==> src/rtl/wdg_pkg.sv <==
package wdg_pkg;

    localparam int unsigned   WDG_DATA_W    = 8;
    localparam logic [7:0]    WDG_KEY       = 8'hAC;
    localparam logic [1:0]    WDG_SRC_FIXED = 2'b11;

    typedef enum logic {
        LK_OPEN   = 1'b0,
        LK_SEALED = 1'b1
    } lock_state_e;

    typedef struct packed {
        logic mode_wr;
        logic key_ok;
        logic key_bad;
    } wr_decode_t;

endpackage

==> src/rtl/wdg_wr_decode.sv <==
module wdg_wr_decode
    import wdg_pkg::*;
(
    input  logic                  wr_en,
    input  logic                  wr_addr,
    input  logic [WDG_DATA_W-1:0] wr_data,
    output wr_decode_t            dec
);

    always_comb begin
        dec         = '0;
        dec.mode_wr = wr_en && !wr_addr;
        dec.key_ok  = wr_en && wr_addr && (wr_data == WDG_KEY);
        dec.key_bad = wr_en && wr_addr && (wr_data != WDG_KEY);
    end

endmodule

==> src/rtl/wdg_mode_fsm.sv <==
module wdg_mode_fsm
    import wdg_pkg::*;
#(
    parameter int unsigned SEL_W = 3
) (
    input  logic             clk,
    input  logic             rst_n,
    input  logic             mode_wr,
    input  logic [SEL_W-1:0] wr_sel,
    output logic [SEL_W-1:0] sel,
    output logic             mode_clr,
    output logic             lock_fault
);

    localparam logic [SEL_W-1:0] SEL_LONGEST = '1;

    lock_state_e      state_q, state_d;
    logic [SEL_W-1:0] sel_q, sel_d;

    // State register
    always_ff @(posedge clk) begin
        if (!rst_n) begin
            state_q <= LK_OPEN;
            sel_q   <= SEL_LONGEST;
        end else begin
            state_q <= state_d;
            sel_q   <= sel_d;
        end
    end

    // Next state and outputs
    always_comb begin
        state_d    = state_q;
        sel_d      = sel_q;
        mode_clr   = 1'b0;
        lock_fault = 1'b0;
        unique case (state_q)
            LK_OPEN: begin
                if (mode_wr) begin          // T_SEAL
                    state_d  = LK_SEALED;
                    sel_d    = wr_sel;
                    mode_clr = 1'b1;
                end
            end
            LK_SEALED: begin
                if (mode_wr) begin          // T_REJECT
                    mode_clr   = 1'b1;
                    lock_fault = 1'b1;
                end
            end
            default: begin
                state_d = LK_OPEN;
            end
        endcase
    end

    assign sel = sel_q;

endmodule

==> src/rtl/wdg_counter.sv <==
module wdg_counter #(
    parameter int unsigned BASE_EXP = 11,
    parameter int unsigned SEL_W    = 3,
    parameter int unsigned CW       = BASE_EXP + (1 << SEL_W) - 1
) (
    input  logic             clk,
    input  logic             rst_n,
    input  logic             tick,
    input  logic             clr,
    input  logic [SEL_W-1:0] sel,
    output logic [CW-1:0]    cnt,
    output logic             ovf
);

    localparam int unsigned NCODE = 1 << SEL_W;

    logic [CW-1:0] last_cnt [NCODE];
    logic [CW-1:0] cnt_q, cnt_d;

    // Terminal value per select code: BASE_EXP+g low bits set
    for (genvar g = 0; g < NCODE; g++) begin : g_limit
        assign last_cnt[g] = {CW{1'b1}} >> (NCODE - 1 - g);
    end

    always_comb begin
        ovf   = tick && !clr && (cnt_q == last_cnt[sel]);
        cnt_d = cnt_q;
        if (clr) begin
            cnt_d = '0;
        end else if (tick) begin
            cnt_d = ovf ? '0 : cnt_q + 1'b1;
        end
    end

    always_ff @(posedge clk) begin
        if (!rst_n) cnt_q <= '0;
        else        cnt_q <= cnt_d;
    end

    assign cnt = cnt_q;

endmodule

==> src/rtl/wdg_keyed.sv <==
module wdg_keyed
    import wdg_pkg::*;
#(
    parameter int unsigned BASE_EXP = 11,
    parameter int unsigned SEL_W    = 3
) (
    input  logic                               clk,
    input  logic                               rst_n,
    input  logic                               lsi_tick,
    input  logic                               stop_req,
    input  logic                               wr_en,
    input  logic                               wr_addr,
    input  logic [WDG_DATA_W-1:0]              wr_data,
    output logic                               rst_req,
    output logic [BASE_EXP+(1<<SEL_W)-2:0]     count,
    output logic [WDG_DATA_W-1:0]              mode_val
);

    localparam int unsigned CNT_W = BASE_EXP + (1 << SEL_W) - 1;
    localparam int unsigned PAD_W = WDG_DATA_W - SEL_W - 2;

    wr_decode_t       dec;
    logic [SEL_W-1:0] sel;
    logic             mode_clr;
    logic             lock_fault;
    logic             cnt_clr;
    logic             run_tick;
    logic             ovf;
    logic             req_q;

    wdg_wr_decode u_dec (
        .wr_en   (wr_en),
        .wr_addr (wr_addr),
        .wr_data (wr_data),
        .dec     (dec)
    );

    wdg_mode_fsm #(.SEL_W(SEL_W)) u_fsm (
        .clk        (clk),
        .rst_n      (rst_n),
        .mode_wr    (dec.mode_wr),
        .wr_sel     (wr_data[SEL_W-1:0]),
        .sel        (sel),
        .mode_clr   (mode_clr),
        .lock_fault (lock_fault)
    );

    // The stop indication is deliberately not a gate: the tick passes
    // whatever its level.
    assign run_tick = lsi_tick & (stop_req | ~stop_req);
    assign cnt_clr  = dec.key_ok | mode_clr;

    wdg_counter #(.BASE_EXP(BASE_EXP), .SEL_W(SEL_W), .CW(CNT_W)) u_cnt (
        .clk   (clk),
        .rst_n (rst_n),
        .tick  (run_tick),
        .clr   (cnt_clr),
        .sel   (sel),
        .cnt   (count),
        .ovf   (ovf)
    );

    always_ff @(posedge clk) begin
        if (!rst_n) req_q <= 1'b0;
        else        req_q <= ovf | lock_fault | dec.key_bad;
    end

    assign rst_req  = req_q;
    assign mode_val = {{PAD_W{1'b0}}, WDG_SRC_FIXED, sel};

endmodule

==> config.mk <==
export PLATFORM = sky130hd
export DESIGN_NAME = wdg_keyed
export DESIGN_NICKNAME = d
export VERILOG_FILES = /design/src/rtl/wdg_pkg.sv /design/src/rtl/wdg_wr_decode.sv /design/src/rtl/wdg_mode_fsm.sv /design/src/rtl/wdg_counter.sv /design/src/rtl/wdg_keyed.sv
export SDC_FILE = /design/constraint.sdc
export NUM_CORES = 1
export LEC_CHECK = 0
export BUFFER_PORTS_ARGS = -buffer_cell sky130_fd_sc_hd__buf_4
export CORE_AREA = 2 2 56 58
export DETAILED_ROUTE_END_ITERATION = 10
export DIE_AREA = 0 0 58 60
export GPL_ROUTABILITY_DRIVEN = 0
export PLACE_DENSITY_LB_ADDON = 0.3
export SLEW_MARGIN = 20
export SYNTH_ARGS = -nofsm -noshare
export SYNTH_HDL_FRONTEND = slang
export SYNTH_SLANG_ARGS = --single-unit
==> constraint.sdc <==
create_clock -name clk -period 1.7 [get_ports clk]
set_input_delay 0.085 -clock clk [delete_from_list [all_inputs] [get_ports clk]]
set_output_delay 0.085 -clock clk [all_outputs]
set_load 0.01 [all_outputs]
==> metrics.txt <==
Place WS -0.238 ns; Longest Clk Path Bufs 2; routed wire length 3020 um; final non-filler cell area 1790 sq um; post-route antenna net violation count 0; top cells by area, synth dfxtp_1, xor2_1, nor2_1; Critical Path RT 1.91 ns; Final Max Tran Viols 0; Cells after Synth 142; synthesized flop and latch total 23; footprint of the multi-input gates 751 sq um; LEAKAGE 0.778 nW; Setup crit start u_cnt.cnt[13]; drc violations 0; layout cells sized above 1 42.1%; Seq/Total Area, Yosys 37.5%; core region area 2900 sq um; Synth cell types 41; Final WS setup 0.0892 ns; CP endpoint kind register; antenna diode count 0; Reg area 470 sq um; via/cell ratio 4.93; crit path max-delay cell type dfxtp_1; yosys warns 0; initial antenna violation count 0; CP Class register to register; VDD IR max 0.405 mV; Hold Worst Slack 0.00144 ns; CTS tree yes; CP cell instances and2_1 > o2111a_1 > o32ai_2 > buf_4 > o31ai_4 > buf_6 > nor2_1; first-pass GRT wire length 4660 um; Syn Area/Cell 8.64 sq um; number of global-route vias before repair 1111; fin cells 235; # fillers 266; crit-path max FO 9; largest net degree at the start of global routing 13; Congestion Overflow GR 0; clk_lat worst skew 0.31 ns; via count 1159; Syn-to-layout area delta 45.6%; fin crit share 94.8%; Die X-Extent 58 um; biggest cell delay along the critical path 0.43 ns; Worst Skew 0.00120 ns; Initial DRC Count 23; aggregate global-route resource usage 17.3%; post-DR wirelength/cell 12.8 um; dominant synthesized flop cell dfxtp_1; r2r startpoint u_cnt.cnt[13]; clk sinks 23; number of buffers added on ports 34; Nets 218; crit path DAT 1.82 ns; Post-synth EDFFs 0; CTS root buf clkbuf_4; placed cell areas 1670 sq um; delay-heaviest family, CP compound AO/OA/AOI/OAI gates; setup violation total in the final timing report 0; Peak Freq 621 MHz; post-synthesis instance area 1230 sq um; power per cell area 520 nW/um^2; Tmin final 1.61 ns; DR pass1 iterations 4; hold crit path type input port to register; deepest level of the CTS H-tree 1; status completed; CP startpoint kind register; share of the synthesized area in the top cell type 37.5%; Clk pin slew, worst setup/hold paths 0.12 ns; Die Area 3480 sq um; # rows 20; Slew @ Worst Pin 0.621 ns; Hold Path Origin wr_data[2]; WP buf/inv 2; cell taking the most area after synthesis dfxtp_1; final hold vios 0; CTS buffer count 3; io pins 41; Chip Height 60 um; placed wire-length estimate 2320 um; Synth async-reset ratio 0%; max_cap viols 0; Worst slew margin 58.2%; DP Cell Count 227; Starting Density 42.3%
-- cell usage in the layout (no fill, tap or decap), types with 3 or more instances in the layout --
cell type  instances
nor2_1            20
nand3_1            5
dfxtp_2            5
nand2_1           15
nor3_1             3
clkbuf_4           3
mux2i_1            3
conb_1             5
xnor2_1            7
nand4_1            4
and3_1             4
xor2_1            10
inv_1              4
o21ai_0            4
buf_4             60
dfxtp_1           17
-- stage by stage --
step	setup TNS [ns]	power [W]	utilization, %
final	0	0.000928	61.6
after global routing	-0.382	0.000972	61.6
after CTS	0	0.000926	59.7
after detailed placement	-3.56	0.000679	57.5
after global placement	-1.94	0.000674	57.5
after floorplan	0	0.000633	-
-- kinds of logic (layout without fill, tap and decap cells) --
group | count (synthesis) | in the layout | share of synthesized area [%]
DFF | 23 | 23 | 37.5
xor gates and xnor gates | 17 | 17 | 12.1
and+or+nand+nor | 65 | 65 | 28.3
AOI/OAI and AO/OA | 16 | 16 | 10.6
adders and majority gates | 2 | 2 | 1.83
buffers and inverters | 14 | 71 | 6.52
muxes | 3 | 3 | 2.45
other | 2 | 5 | 0.612
-- worst min-delay path, delay by kind of cell --
kind                   cells  cell delay, ns
buffers and inverters      1            0.08
muxes                      1            0.06
and+or+nand+nor            1            0.06
-- sequential cells by signal, summed over array words and instances, names as in the netlist --
name / flops
u_fsm.sel: 3
rst_req: 1
u_cnt.cnt: 18
u_fsm.state_q: 1
-- where the power goes --
group          total (W)  leakage (nW)  switching (W)  internal (W)
Clock           0.000248        0.0150       0.000156     0.0000916
Sequential      0.000559         0.187      0.0000103      0.000549
Combinational   0.000122         0.576      0.0000554     0.0000662
Total           0.000928         0.778       0.000222      0.000706
-- synthesized netlist by cell type, drive strengths merged, types with 2 or more instances --
cell    count
nand3       6
nor2       20
nor4        3
a21boi      2
xor2       10
conb        2
mux2i       3
and2        2
nand2      15
dfxtp      23
xnor2       7
o21ai       4
clkbuf      3
and3        4
nor3        4
buf         7
a21oi       2
inv         4
nand4       5
-- final timing paths --
check / endpoint / slack [ns] / cells after the start
max: u_cnt.cnt[7] / 0.09 / 7
min: u_fsm.sel[2] / 0.001 / 3
min reg2reg: u_fsm.state_q / 0.52 / 1
max reg2reg: u_cnt.cnt[7] / 0.09 / 7
-- layer usage --
metal / part of all wire (%) / GRT usage [%]
met5: 0 / 0
met4: 1.1 / 6.31
met3: 2.9 / 1.95
met2: 53 / 31.7
met1: 43 / 20.9
-- timing repair --
item | in CTS | in global routing
setup buffers | 2 | 1
pin swaps | 1 | 2
hold buffers | 1 | 0
hold endpoints to repair | 3 | 0
resized for setup | 2 | 12
endpoints found under the setup margin | 19 | 18
-- final cells by class --
class / instances / area share [%]
clock buffers: 4 / 1.47
multi-input cells: 108 / 42.0
inverters: 4 / 0.840
flip-flops and latches: 23 / 26.3
well taps: 33 / 2.31
repair buffers: 63 / 27.0
Note: power is estimated with default switching activity, not from simulation.
